**config.mk**
```make
export PLATFORM = sky130hd
export DESIGN_NAME = serial_adder
export DESIGN_NICKNAME = d
export VERILOG_FILES = /design/src/rtl/sa_pkg.sv /design/src/rtl/sa_shreg.sv /design/src/rtl/sa_carry_fsm.sv /design/src/rtl/sa_seq.sv /design/src/rtl/serial_adder.sv
export SDC_FILE = /design/constraint.sdc
export NUM_CORES = 1
export LEC_CHECK = 0
export ABC_AREA = 1
export BUFFER_PORTS_ARGS = -buffer_cell sky130_fd_sc_hd__buf_2
export CORE_MARGIN = 2
export CORE_UTILIZATION = 50
export DETAILED_ROUTE_END_ITERATION = 8
export PLACE_DENSITY = 0.73
export SYNTH_ARGS = -nofsm -noshare
export SYNTH_HDL_FRONTEND = slang
export SYNTH_SLANG_ARGS = --single-unit
```
**constraint.sdc**
```tcl
create_clock -name clk -period 1.8 [get_ports clk]
set_input_delay 0.45 -clock clk [delete_from_list [all_inputs] [get_ports clk]]
set_output_delay 0.45 -clock clk [all_outputs]
set_load 0.01 [all_outputs]
```
**src/rtl/sa_pkg.sv**
```systemverilog
package sa_pkg;

  // Moore carry machine: bit 1 is the carry, bit 0 the presented sum bit.
  typedef enum logic [1:0] {
    ST_C0_S0 = 2'b00,
    ST_C0_S1 = 2'b01,
    ST_C1_S0 = 2'b10,
    ST_C1_S1 = 2'b11
  } moore_st_t;

  function automatic logic maj3(input logic x, input logic y, input logic z);
    return (x & y) | (x & z) | (y & z);
  endfunction

  function automatic logic par3(input logic x, input logic y, input logic z);
    return x ^ y ^ z;
  endfunction

endpackage

```
**src/rtl/sa_shreg.sv**
```systemverilog
// Parallel-load shift register; load wins over shift; shift moves toward bit 0.
module sa_shreg #(
  parameter int W = 8
) (
  input  logic         clk,
  input  logic         rst,
  input  logic         ld,
  input  logic         en,
  input  logic [W-1:0] din,
  input  logic         ser_in,
  output logic [W-1:0] q
);

  logic [W-1:0] q_r;

  always_ff @(posedge clk) begin
    if (rst) begin
      q_r <= '0;
    end else if (ld) begin
      q_r <= din;
    end else if (en) begin
      q_r <= {ser_in, q_r[W-1:1]};
    end
  end

  assign q = q_r;

endmodule

```
**src/rtl/sa_carry_fsm.sv**
```systemverilog
// Carry tracker: MOORE=0 two-state with combinational sum bit,
// MOORE=1 four-state with registered sum bit.
module sa_carry_fsm
  import sa_pkg::*;
#(
  parameter bit MOORE = 1'b0
) (
  input  logic clk,
  input  logic rst,
  input  logic clr,
  input  logic en,
  input  logic a,
  input  logic b,
  output logic s_out,
  output logic carry
);

  generate
    if (MOORE) begin : g_moore
      moore_st_t  st_q;
      logic [1:0] st_bits;
      logic       c_now;

      assign st_bits = st_q;
      assign c_now   = st_bits[1];

      always_ff @(posedge clk) begin
        if (rst || clr) begin
          st_q <= ST_C0_S0;
        end else if (en) begin
          st_q <= moore_st_t'({maj3(a, b, c_now), par3(a, b, c_now)});
        end
      end

      assign s_out = st_bits[0];
      assign carry = c_now;
    end else begin : g_mealy
      logic c_q;

      always_ff @(posedge clk) begin
        if (rst || clr) begin
          c_q <= 1'b0;
        end else if (en) begin
          c_q <= maj3(a, b, c_q);
        end
      end

      assign s_out = par3(a, b, c_q);
      assign carry = c_q;
    end
  endgenerate

endmodule

```
**src/rtl/sa_seq.sv**
```systemverilog
// Step counter and done flag.
module sa_seq #(
  parameter int STEPS = 8,
  localparam int CW = $clog2(STEPS + 1)
) (
  input  logic          clk,
  input  logic          rst,
  input  logic          start,
  output logic          active,
  output logic          done,
  output logic [CW-1:0] cnt
);

  logic [CW-1:0] cnt_q;
  logic          done_q;

  always_ff @(posedge clk) begin
    if (rst) begin
      cnt_q  <= '0;
      done_q <= 1'b0;
    end else if (start) begin
      cnt_q  <= CW'(STEPS);
      done_q <= 1'b0;
    end else if (cnt_q != '0) begin
      cnt_q <= cnt_q - CW'(1);
      if (cnt_q == CW'(1)) begin
        done_q <= 1'b1;
      end
    end
  end

  assign active = (cnt_q != '0) && !start;
  assign done   = done_q;
  assign cnt    = cnt_q;

endmodule

```
**src/rtl/serial_adder.sv**
```systemverilog
module serial_adder #(
  parameter int WIDTH = 8,
  parameter bit MOORE = 1'b0
) (
  input  logic             clk,
  input  logic             rst,
  input  logic             load,
  input  logic [WIDTH-1:0] op_a,
  input  logic [WIDTH-1:0] op_b,
  output logic [WIDTH-1:0] sum,
  output logic             done
);

  localparam int STEPS = MOORE ? WIDTH + 1 : WIDTH;
  localparam int CW    = $clog2(STEPS + 1);

  logic [WIDTH-1:0] a_q;
  logic [WIDTH-1:0] b_q;
  logic [CW-1:0]    cnt_q;
  logic             step;
  logic             sbit;
  logic             carry_w;

  sa_seq #(.STEPS(STEPS)) u_seq (
    .clk    (clk),
    .rst    (rst),
    .start  (load),
    .active (step),
    .done   (done),
    .cnt    (cnt_q)
  );

  sa_shreg #(.W(WIDTH)) u_reg_a (
    .clk    (clk),
    .rst    (rst),
    .ld     (load),
    .en     (step),
    .din    (op_a),
    .ser_in (1'b0),
    .q      (a_q)
  );

  sa_shreg #(.W(WIDTH)) u_reg_b (
    .clk    (clk),
    .rst    (rst),
    .ld     (load),
    .en     (step),
    .din    (op_b),
    .ser_in (1'b0),
    .q      (b_q)
  );

  sa_carry_fsm #(.MOORE(MOORE)) u_fsm (
    .clk   (clk),
    .rst   (rst),
    .clr   (load),
    .en    (step),
    .a     (a_q[0]),
    .b     (b_q[0]),
    .s_out (sbit),
    .carry (carry_w)
  );

  sa_shreg #(.W(WIDTH)) u_reg_s (
    .clk    (clk),
    .rst    (rst),
    .ld     (load),
    .en     (step),
    .din    ('0),
    .ser_in (sbit),
    .q      (sum)
  );

endmodule

```
==> results of run 1 <==
[registers in the layout, indices dropped and copies added (netlist names)]
name         count
u_seq.cnt        4
u_reg_s.q        8
u_fsm.carry      1
u_reg_a.q        8
u_reg_b.q        8
u_seq.done       1
[cells by family (layout without fill, tap and decap cells)]
kind of cell | after synthesis | in the layout | share of synthesized area [%]
simple gates | 118 | 118 | 36.4
fa+ha+maj | 4 | 4 | 3.93
buf+inv | 28 | 56 | 9.74
compound gates | 24 | 24 | 8.29
xor+xnor | 1 | 1 | 0.598
flops | 30 | 30 | 41.0
[placed cells by master, fill, tap and decap left out, types with 2 or more instances in the layout]
master,Yosys,final
nand3_1,2,2
dfxtp_1,30,30
nand2_1,70,70
inv_1,14,14
nor2_1,25,25
buf_2,6,27
ha_1,3,3
buf_4,4,6
clkbuf_4,0,5
o21ai_0,7,7
nand4_1,16,16
a21oi_1,16,16
[power groups by stage]
stage               clock [mW]  sequential, mW  combinational, mW
floorplan                    0           0.794              0.340
global placement             0           0.790              0.431
detailed placement           0           0.791              0.432
CTS                      0.434           0.776              0.435
global route             0.469           0.785              0.502
finish                   0.428           0.776              0.432
[worst reg2reg max path, cell delays in order (launching register included)]
cell     delay (ns)
dfxtp_1        0.34
inv_1          0.13
ha_1           0.20
buf_4          0.18
nand3_2        0.28
nand2_1        0.14
inv_1          0.04
nand2_1        0.05
inv_1          0.03
[final timing paths]
kind	from	end	slack, ns	cells after the start
worst min register to register	u_seq.done	u_seq.done	0.48	2
worst max register to register	u_seq.cnt[0]	u_seq.cnt[3]	0.33	8
worst min-delay path	op_b[7]	u_reg_b.q[7]	0.35	3
worst max-delay path	u_seq.cnt[0]	u_seq.cnt[3]	0.33	8
[layer usage]
layer	track usage (%)	vias to the layer above	wire, um
met4	8.97	0	60
met1	23.6	575	1290
met3	5.36	7	171
met5	0	-	0
met2	29.2	37	1190
li1	-	703	-
[cell type report]
| cell class | count | area (sq um) |
|---|---|---|
| inverter | 15 | 56.3 |
| fill | 284 | 1100 |
| tap | 31 | 38.8 |
| clock buffer | 7 | 55.1 |
| clock inverter | 1 | 5.00 |
| timing repair buffer | 33 | 180 |
| sequential | 30 | 601 |
| multi-input combinational | 147 | 721 |
==> impl_results.md, run 1 <==
- Routed length per instance: 10.3 um
- Post-place instance area: roughly 1600 sq um
- Io pins: 28
- Placeable core area: between 2000 and 3000 sq um
- Post-synthesis cell area: around 1500 sq um
- Hold buffer count at cts: 0
- Power density over the cells: 988 nW/um^2
- DRC violation total after the first TritonRoute iteration: 110
- Sequential-to-total area share from yosys stat: 41.0%
- Sequential power share: a little under half
- Area grow syn2layout: 13.2%
- Average cell area after synthesis: roughly 7 sq um
- Yosys warnings: 0
- Clk network pwr share: approximately a quarter
- Via count of the first global-routing pass: roughly 1,200
- Initial antenna violation count: 0
- Post-route worst hold slack: 0.350 ns
- Detail Placement HPWL: 1.82 mm
- Register bit total from synthesis: 30
- GR Util All Layers: roughly a fifth
- Cell area after layout: roughly 1700 sq um
- Area of the die: 3380 sq um
- Largest clock skew in the final design: 0.00734 ns
- Fraction of post-synthesis cell area in the top cell type by area: 41.0%
- Via total after detailed routing: ~1,300
- Wire length of the first global-routing pass: 4.84 mm
- Data required time at the worst endpoint: around 2 ns
- Result of the run: completed
- Number of buffers inserted to repair setup after CTS: 0
- Clock-pin slew reported for the worst setup and hold paths after clock tree synthesis: 0.09 ns
- Cell types with the highest counts after synthesis: 70 x nand2_1, 30 x dfxtp_1, 25 x nor2_1, 16 x a21oi_1, 16 x nand4_1
- Fraction of final layout cells with drive strength greater than 1: 19.3%
- Library cell with the highest instance count after synthesis: nand2_1
- Die extent in y: 58.1 um
- DRC errors left: 0
- Width of the chip: 58.1 um
- Cell type with the largest total area after synthesis: dfxtp_1
- Comb power frac: 26.4%
- Setup slack after placement: 0.371 ns
- Ranking of synthesized cells by area: dfxtp_1 41%, nand2_1 18%, nand4_1 6.8%
- Max-Cap Viols: 0
- Critical-path cell with the highest stage delay: dfxtp_1
- Syn_nets: about 230
- Type of the worst setup path: reg2reg
- Crit share post-route: 81.6%
- Slowest cell delay on critical path: 0.34 ns
- Final setup vio count: 0
- Hold violation count in the final report: 0
- Internal power consumption: 1.08 mW
- Cell count after synthesis: 205
- Power Total: 1.64 mW
- Starting density of the core: 53.1%
- Largest net degree at the start of global routing: 23
- Clock tree from TritonCTS: done
- RSZ-0062 raised after global routing: no
- CTS H-tree lvls: 2
- GR Overflow Total: 0
- Total Wirelength: 2.71 mm
- Clk_lat worst skew: 0.34 ns
- Min Clock Period, post-route: ~1.5 ns
- Via density per instance: about 5.0
- Slew at the pin with the worst max-slew slack: 0.345 ns
- Arr. time, crit path: 1.72 ns
- Worst min-delay path category: in2reg
- Cell family with the largest share of critical-path delay: simple AND/OR/NAND/NOR gates
- Post-synthesis async set-or-reset flop share: 0%
- Startpoint class of the critical path: flip-flop
- Final setup margin: 0.331 ns
- Root buffer cell: clkbuf_4
- Post-layout nets: about 260
- Count of antenna diodes in the layout: 0
- Filler-free cell count of the finished design: ~260
- Routability congestion estimate: 0.713
- Crit end category: flip-flop
- Fin Setup TNS: 0 ns
- Number of iterations in the first detailed-routing pass: 4
- Normalized max-slew margin: 77.0%
- Crit path buffers/inverters: 4
- Post-layout util: about three fifths
- Series of cell instances along the critical path: inv_1 -> ha_1 -> buf_4 -> nand3_2 -> nand2_1 -> inv_1 -> nand2_1 -> inv_1
- Maximum fanout count along the critical path: 15
- TritonCTS Buffers: 5
- Max IR drop VDD: approximately 0.79 mV
- Commonest register cell after synthesis: dfxtp_1
- Switching Power: 557 uW
- Buffer depth of the longest clock path: 2
- Number of port buffers: 27
- Max Transition Viols Final: 0
- Post-CTS resize count: 0
- Row count: 19
- Number of distinct library cells after synthesis: 22
- Sw Ratio: 34.0%
- Sink count of the clock tree: 30
- Leakage power: 0.836 nW
- Most common cell on crit path: inv_1
- Remaining antenna violation count: 0
- Placed cells: 256
- Post-synth EDFFs: 0
- Highest clock frequency the design can meet: 681 MHz
Power figures use the tool's default switching activity.
==> run 2: changes to the inputs <==
--- a/config.mk
+++ b/config.mk
@@ -8,7 +8,7 @@
 export ABC_AREA = 1
 export BUFFER_PORTS_ARGS = -buffer_cell sky130_fd_sc_hd__buf_2
 export CORE_MARGIN = 2
-export CORE_UTILIZATION = 50
+export CORE_UTILIZATION = 48
 export DETAILED_ROUTE_END_ITERATION = 8
 export PLACE_DENSITY = 0.73
 export SYNTH_ARGS = -nofsm -noshare
==> constraint.sdc (replaced) <==
create_clock -name clk -period 1.2 [get_ports clk]
set_input_delay 0.3 -clock clk [delete_from_list [all_inputs] [get_ports clk]]
set_output_delay 0.3 -clock clk [all_outputs]
set_load 0.01 [all_outputs]
==> run 2 against run 1 <==
Compared with the run above: via count grew 3.6%; global-route usage is 0.27 points higher; sequential share of layout area down 3.5 points; largest cell class unchanged; largest power group unchanged.
==> impl_results.md, run 2 (synthesis results as in run 1) <==
- Max-Cap Viols: 0 (unchanged)
- Area of the die: 3510 sq um (was 3380 sq um)
- Most common library cell in the layout ignoring fill and taps: nand2_1 (unchanged)
- Register-to-register path setup slack: 0.08 ns (was 0.33 ns)
- DRC violation total after the first TritonRoute iteration: 61 (was 110)
- R2r worst-path depth: 7 (was 8)
- Via total after detailed routing: 1,370 (was 1,322)
- Type of the worst setup path: reg2out (was reg2reg)
- Max Transition Viols Final: 0 (unchanged)
- Sink count of the clock tree: 30 (unchanged)
- Highest clock frequency the design can meet: 883 MHz
- Number of iterations in the first detailed-routing pass: 4 (unchanged)
- Top library cells by usage in the layout, fill and taps aside: 69 x nand2_1, 27 x buf_2, 26 x dfxtp_1 (was 70 x nand2_1, 30 x dfxtp_1, 27 x buf_2)
- Final setup margin: 0.0676 ns (was 0.331 ns)
- Cell area after layout: 1850 sq um (was 1660 sq um)
- TritonCTS Buffers: 5 (unchanged)
- Buffer depth of the longest clock path: 2 (unchanged)
- Endpoint of the worst-slack reg-to-reg timing path: u_reg_s.q[2] (was u_seq.cnt[3])
- Launch instance of the worst register-to-register path: u_seq.cnt[1] (was u_seq.cnt[0])
- Critical-path cell with the highest stage delay: dfxtp_1 (unchanged)
- Max IR drop VDD: 0.793 mV (was 0.795 mV)
- Final setup vio count: 0 (unchanged)
- GR Util All Layers: 18.9% (was 18.7%)
- Root buffer cell: clkbuf_4 (unchanged)
- Via density per instance: 4.91 (was 5.01)
- Wire length of the first global-routing pass: 5.09 mm (was 4.84 mm)
- Fin Setup TNS: 0 ns (unchanged)
- CTS H-tree lvls: 2 (unchanged)
- Crit path buffers/inverters: 1 (was 4)
- Post-layout util: 62.1% (was 60.1%)
- Series of cell instances along the critical path: buf_2 (was inv_1 -> ha_1 -> buf_4 -> nand3_2 -> nand2_1 -> inv_1 -> nand2_1 -> inv_1)
- Arr. time, crit path: 0.83 ns (was 1.72 ns)
- WHS Endpoint: u_reg_b.q[7] (unchanged)
- Normalized max-slew margin: 83.7% (was 77.0%)
- Worst min-delay path category: in2reg (unchanged)
- Hold violation count in the final report: 0 (unchanged)
- Clk_lat worst skew: 0.33 ns (was 0.34 ns)
- Io pins: 28 (unchanged)
- Power density over the cells: 1540 nW/um^2 (was 988 nW/um^2)
- Largest clock skew in the final design: 0.0144 ns (was 0.00734 ns)
- Cell family with the largest share of critical-path delay: flip-flops (was simple AND/OR/NAND/NOR gates)
- Setup slack after placement: -0.0261 ns (was 0.371 ns)
- Fraction of final layout cells with drive strength greater than 1: 26.8% (was 19.3%)
- DRC errors left: 0 (unchanged)
- Die extent in y: 59.2 um (was 58.1 um)
- Total Wirelength: 3.03 mm (was 2.71 mm)
- Largest net degree at the start of global routing: 18 (was 23)
- Hold Path Stages: 3 (unchanged)
- GR Overflow Total: 0 (unchanged)
- Crit share post-route: around 94%
- Power Total: 2.84 mW (was 1.64 mW)
- Routability congestion estimate: 0.743 (was 0.713)
- Startpoint class of the critical path: flip-flop (unchanged)
- Width of the chip: 59.2 um (was 58.1 um)
- Leakage power: 0.921 nW (was 0.836 nW)
- Routed length per instance: 10.8 um (was 10.3 um)
- Slew at the pin with the worst max-slew slack: 0.244 ns (was 0.345 ns)
- Count of antenna diodes in the layout: 0 (unchanged)
- RSZ-0062 raised after global routing: no (unchanged)
- Maximum fanout count along the critical path: 3 (was 15)
- Number of port buffers: 27 (unchanged)
- Min Clock Period, post-route: 1.13 ns
- Detail Placement HPWL: 1.99 mm (was 1.82 mm)
- Initial antenna violation count: 0 (unchanged)
- Crit end category: primary output (was flip-flop)
- Area grow syn2layout: 26.2% (was 13.2%)
- Starting density of the core: 49.2% (was 53.1%)
- Slowest cell delay on critical path: 0.36 ns (was 0.34 ns)
- Result of the run: completed (unchanged)
- Hold buffer count at cts: 0 (unchanged)
- Filler-free cell count of the finished design: 279 (was 264)
- Via count of the first global-routing pass: 1,225 (was 1,162)
- Hold_sp: op_b[7] (unchanged)
- Placeable core area: 2980 sq um (was 2760 sq um)
- Data required time at the worst endpoint: 0.90 ns (was 2.05 ns)
- Post-layout nets: 268 (was 255)
- Placed cells: 267 (was 256)
- Clock-pin slew reported for the worst setup and hold paths after clock tree synthesis: 0.10 ns (was 0.09 ns)
- Post-route worst hold slack: 0.223 ns (was 0.350 ns)
- Post-place instance area: 1680 sq um (was 1600 sq um)
- Row count: 20 (was 19)
- Clock tree from TritonCTS: done (unchanged)
- Remaining antenna violation count: 0 (unchanged)
-- run 2: layout make-up --
type | count | area, sq um
fill | 285 | 1130
timing repair buffer | 44 | 299
inverter | 15 | 56.3
clock inverter | 1 | 30.0
sequential | 30 | 606
tap | 33 | 41.3
clock buffer | 7 | 45.0
multi-input combinational | 149 | 771
-- run 2: report_power, final --
| group | internal [mW] | switching (mW) |
|---|---|---|
| clock | 0.442 | 0.346 |
| sequential | 1.10 | 0.0724 |
| combinational | 0.395 | 0.486 |
| total | 1.93 | 0.904 |
-- run 2: timing repair --
action | CTS | global route
endpoints found under the setup margin | 11 | 30
gates cloned | 0 | 2
resized for setup | 2 | 10
setup buffers | 0 | 2
pin swaps | 0 | 4
-- run 2: worst max path at each step --
stage	start	endpoint	slack, ns	depth (start not counted)
floorplan	u_seq.cnt[0]	u_reg_s.q[2]	0.005	8
global placement	u_seq.cnt[1]	u_reg_s.q[5]	0.01	8
detailed placement	u_seq.cnt[1]	u_reg_s.q[0]	-0.03	8
CTS	u_seq.cnt[1]	u_reg_b.q[5]	0.01	5
global route	u_seq.cnt[1]	u_seq.cnt[3]	0.001	8
finish	u_reg_s.q[5]	sum[5]	0.07	1
-- run 2: metal layers --
metal	wire [um]	share of wire [%]	track usage, %	up-vias
li1	-	-	-	735
met1	1350	45	22.0	607
met2	1510	50	32.2	21
met3	122	4.0	6.33	7
met4	45	1.5	6.82	0
met5	0	0	0	-
==> run 3: changes to the inputs <==
--- a/config.mk
+++ b/config.mk
@@ -5,12 +5,12 @@
 export SDC_FILE = /design/constraint.sdc
 export NUM_CORES = 1
 export LEC_CHECK = 0
-export ABC_AREA = 1
+export ABC_AREA = 0
 export BUFFER_PORTS_ARGS = -buffer_cell sky130_fd_sc_hd__buf_2
 export CORE_MARGIN = 2
 export CORE_UTILIZATION = 48
 export DETAILED_ROUTE_END_ITERATION = 8
-export PLACE_DENSITY = 0.73
+export PLACE_DENSITY = 0.74
 export SYNTH_ARGS = -nofsm -noshare
 export SYNTH_HDL_FRONTEND = slang
 export SYNTH_SLANG_ARGS = --single-unit
==> run 3 against run 2 <==
Compared with the run above: the flow now finishes with violations (negative setup slack); critical path depth is 4 higher; utilization is 13 points higher; count of clock-buffer cells in the layout stayed put; routed wire length is 16% higher; critical path type is now reg2reg; sequential cell count stayed put; largest power group unchanged.
==> impl_results.md, run 3 <==
- Result of the run: finished, violations left (was completed)
- Failing checks: negative setup slack
- Series of cell instances along the critical path: inv_4 -> ha_4 -> or3b_4 -> buf_8 -> a2111oi_4 (was buf_2)
- Sequential-to-total area share from yosys stat: 44.7% (was 41.0%)
- Root buffer cell: clkbuf_4 (unchanged)
- Commonest register cell after synthesis: dfxtp_1 (unchanged)
- Fin Setup TNS: -5.15 ns (was 0 ns)
- Arr. time, crit path: 1.71 ns (was 0.83 ns)
- Die extent in y: 56.9 um (was 59.2 um)
- Comb power frac: 39.8% (was 31.0%)
- Post-layout nets: 223 (was 268)
- Type of the worst setup path: reg2reg (was reg2out)
- Initial antenna violation count: 0 (unchanged)
- RSZ-0062 raised after global routing: yes (was no)
- Fraction of post-synthesis cell area in the top cell type by area: 44.7% (was 41.0%)
- Number of distinct library cells after synthesis: 21 (was 22)
- Highest clock frequency the design can meet: 679 MHz (was 883 MHz)
- GR Util All Layers: 21.8% (was 18.9%)
- Width of the chip: 56.9 um (was 59.2 um)
- Clock-pin slew reported for the worst setup and hold paths after clock tree synthesis: 0.09 ns (was 0.10 ns)
- Startpoint class of the critical path: flip-flop (unchanged)
- Cell types with the highest counts after synthesis: 30 x dfxtp_1, 26 x nor3_1, 20 x nand2_1, 14 x inv_1, 12 x a21oi_1 (was 70 x nand2_1, 30 x dfxtp_1, 25 x nor2_1, 16 x a21oi_1, 16 x nand4_1)
- Cell area after layout: 2030 sq um (was 1850 sq um)
- Power Total: 2.86 mW (was 2.84 mW)
- Max IR drop VDD: 1.08 mV (was 0.793 mV)
- Switching Power: 961 uW (was 904 uW)
- Area of the die: 3240 sq um (was 3510 sq um)
- Filler-free cell count of the finished design: 231 (was 279)
- Slew at the pin with the worst max-slew slack: 0.390 ns (was 0.244 ns)
- Post-synthesis cell area: 1340 sq um (was 1460 sq um)
- Slowest cell delay on critical path: 0.40 ns (was 0.36 ns)
- Max Transition Viols Final: 0 (unchanged)
- Layout filler cell count: 186 (was 285)
- Post-synthesis async set-or-reset flop share: 0% (unchanged)
- Library cell with the highest instance count after synthesis: dfxtp_1 (was nand2_1)
- Post-place instance area: 1650 sq um (was 1680 sq um)
- Largest clock skew in the final design: 0.00773 ns (was 0.0144 ns)
- Placed cells: 216 (was 267)
- Via count of the first global-routing pass: 1,199 (was 1,225)
- CTS H-tree lvls: 2 (unchanged)
- Sink count of the clock tree: 30 (unchanged)
- Critical-path cell with the highest stage delay: or3b_4 (was dfxtp_1)
- Routability congestion estimate: 0.759 (was 0.743)
- Area grow syn2layout: 51.1% (was 26.2%)
- Leakage power: 0.813 nW (was 0.921 nW)
- Post-route worst hold slack: 0.221 ns (was 0.223 ns)
- Post-synth EDFFs: 0 (unchanged)
- Largest net degree at the start of global routing: 18 (unchanged)
- Maximum fanout count along the critical path: 8 (was 3)
- Hold violation count in the final report: 0 (unchanged)
- Worst min-delay path category: in2reg (unchanged)
- Io pins: 28 (unchanged)
- Wire length of the first global-routing pass: 5.38 mm (was 5.09 mm)
- Crit end category: flip-flop (was primary output)
- Fraction of final layout cells with drive strength greater than 1: 51.5% (was 26.8%)
- Max-Cap Viols: 0 (unchanged)
- Normalized max-slew margin: 73.9% (was 83.7%)
- Post-layout util: 74.9% (was 62.1%)
- Clk network pwr share: 19.3% (was 27.8%)
- Total Wirelength: 3.53 mm (was 3.03 mm)
- Final setup vio count: 28 (was 0)
- Number of port buffers: 27 (unchanged)
- GR Overflow Total: 0 (unchanged)
- Register bit total from synthesis: 30 (unchanged)
- Final setup margin: -0.273 ns (was 0.0676 ns)
- Remaining antenna violation count: 0 (unchanged)
- Number of iterations in the first detailed-routing pass: 4 (unchanged)
- Average cell area after synthesis: 8.90 sq um (was 7.14 sq um)
- DRC errors left: 0 (unchanged)
- Starting density of the core: 49.6% (was 49.2%)
- Yosys warnings: 0 (unchanged)
- Buffer depth of the longest clock path: 2 (unchanged)
- Min Clock Period, post-route: 1.47 ns (was 1.13 ns)
- Placeable core area: 2710 sq um (was 2980 sq um)
- Detail Placement HPWL: 2.07 mm (was 1.99 mm)
- Sw Ratio: 33.6% (was 31.9%)
- Ranking of synthesized cells by area: dfxtp_1 45%, nor3_1 9.7%, a2111oi_2 6.7% (was dfxtp_1 41%, nand2_1 18%, nand4_1 6.8%)
- Routed length per instance: 15.3 um (was 10.8 um)
- Syn_nets: 174 (was 228)
- Via total after detailed routing: 1,279 (was 1,370)
- Cell count after synthesis: 151 (was 205)
- Crit share post-route: 123% (was 94.4%)
- Clock tree from TritonCTS: done (unchanged)
- DRC violation total after the first TritonRoute iteration: 25 (was 61)
- Setup slack after placement: -0.326 ns (was -0.0261 ns)
- Top library cells by usage in the layout, fill and taps aside: 27 x buf_2, 27 x dfxtp_1, 20 x nand2_1 (was 69 x nand2_1, 27 x buf_2, 26 x dfxtp_1)
- Row count: 19 (was 20)
- Power density over the cells: 1410 nW/um^2 (was 1540 nW/um^2)
- Clk_lat worst skew: 0.33 ns (about the same)
- Count of antenna diodes in the layout: 0 (unchanged)
- Cell type with the largest total area after synthesis: dfxtp_1 (unchanged)
- Sequential power share: 40.9% (was 41.2%)
- Data required time at the worst endpoint: 1.43 ns (was 0.90 ns)
- Via density per instance: 5.54 (was 4.91)
- TritonCTS Buffers: 5 (unchanged)
- Internal power consumption: 1.90 mW (was 1.93 mW)
-- run 3: cell types whose count changed after synthesis, sizes merged, moves of 2 or more --
cell,before,now
nand2,72,20
o21ai,7,0
nor3,1,26
buf,12,8
clkbuf,1,3
nor2,26,10
a21oi,16,12
nand4,16,0
a2111oi,0,14
-- run 3: worst paths after layout --
kind / end / start / slack, ns / cells past startpoint
max: u_reg_a.q[1] / u_seq.cnt[0] / -0.27 / 5
min: u_reg_a.q[6] / op_a[6] / 0.22 / 3
max reg2reg: u_reg_a.q[1] / u_seq.cnt[0] / -0.27 / 5
min reg2reg: u_reg_s.q[0] / u_reg_s.q[0] / 0.46 / 2
-- run 3: logic make-up (layout without fill, tap and decap cells) --
family	Yosys count	in the layout	synth area share [%]
adder cells (fa/ha/maj)	4	4	4.28
XOR/XNOR	2	2	1.30
multiplexers	1	1	0.745
AND/OR/NAND/NOR	61	61	20.9
AO/OA/AOI/OAI	28	28	18.5
buffers and inverters	25	74	9.59
flip-flops	30	30	44.7
-- run 3: metal layers --
| layer | up-vias | track usage, % | part of all wire [%] |
|---|---|---|---|
| met5 | - | 0 | 0 |
| met4 | 0 | 5.98 | 1.6 |
| met3 | 7 | 7.14 | 3.5 |
| met2 | 24 | 36.6 | 54 |
| met1 | 626 | 26.9 | 41 |
| li1 | 622 | - | - |
-- run 3: power groups by stage --
stage	sequential, mW	clock (mW)	combinational, mW
floorplan	1.16	0	0.525
global placement	1.16	0	0.667
detailed placement	1.17	0	0.688
CTS	1.16	0.567	1.03
global route	1.18	0.607	1.21
finish	1.17	0.552	1.14
-- run 3: cell type report --
cell class	count	area (sq um)	share of cell area [%]
multi-input combinational	96	873	43.0
sequential	30	604	29.8
timing repair buffer	53	414	20.4
inverter	14	55.1	2.71
clock buffer	7	45.0	2.22
tap	31	38.8	1.91
-- run 3: critical path, delay by kind of cell (launching register included) --
kind	cells	cell delay (ns)
AOI/OAI and AO/OA	1	0.28
DFF	1	0.34
and+or+nand+nor	1	0.40
buffers and inverters	2	0.23
adders and majority gates	1	0.13
-- run 3: what timing repair did --
item / CTS / global route
hold buffers: 0 / 0
hold endpoints to repair: 0 / 0
pin swaps: 11 / 11
setup buffers: 7 / 3
endpoints found under the setup margin: 27 / 29
resized for setup: 34 / 19
cloned: 1 / 1
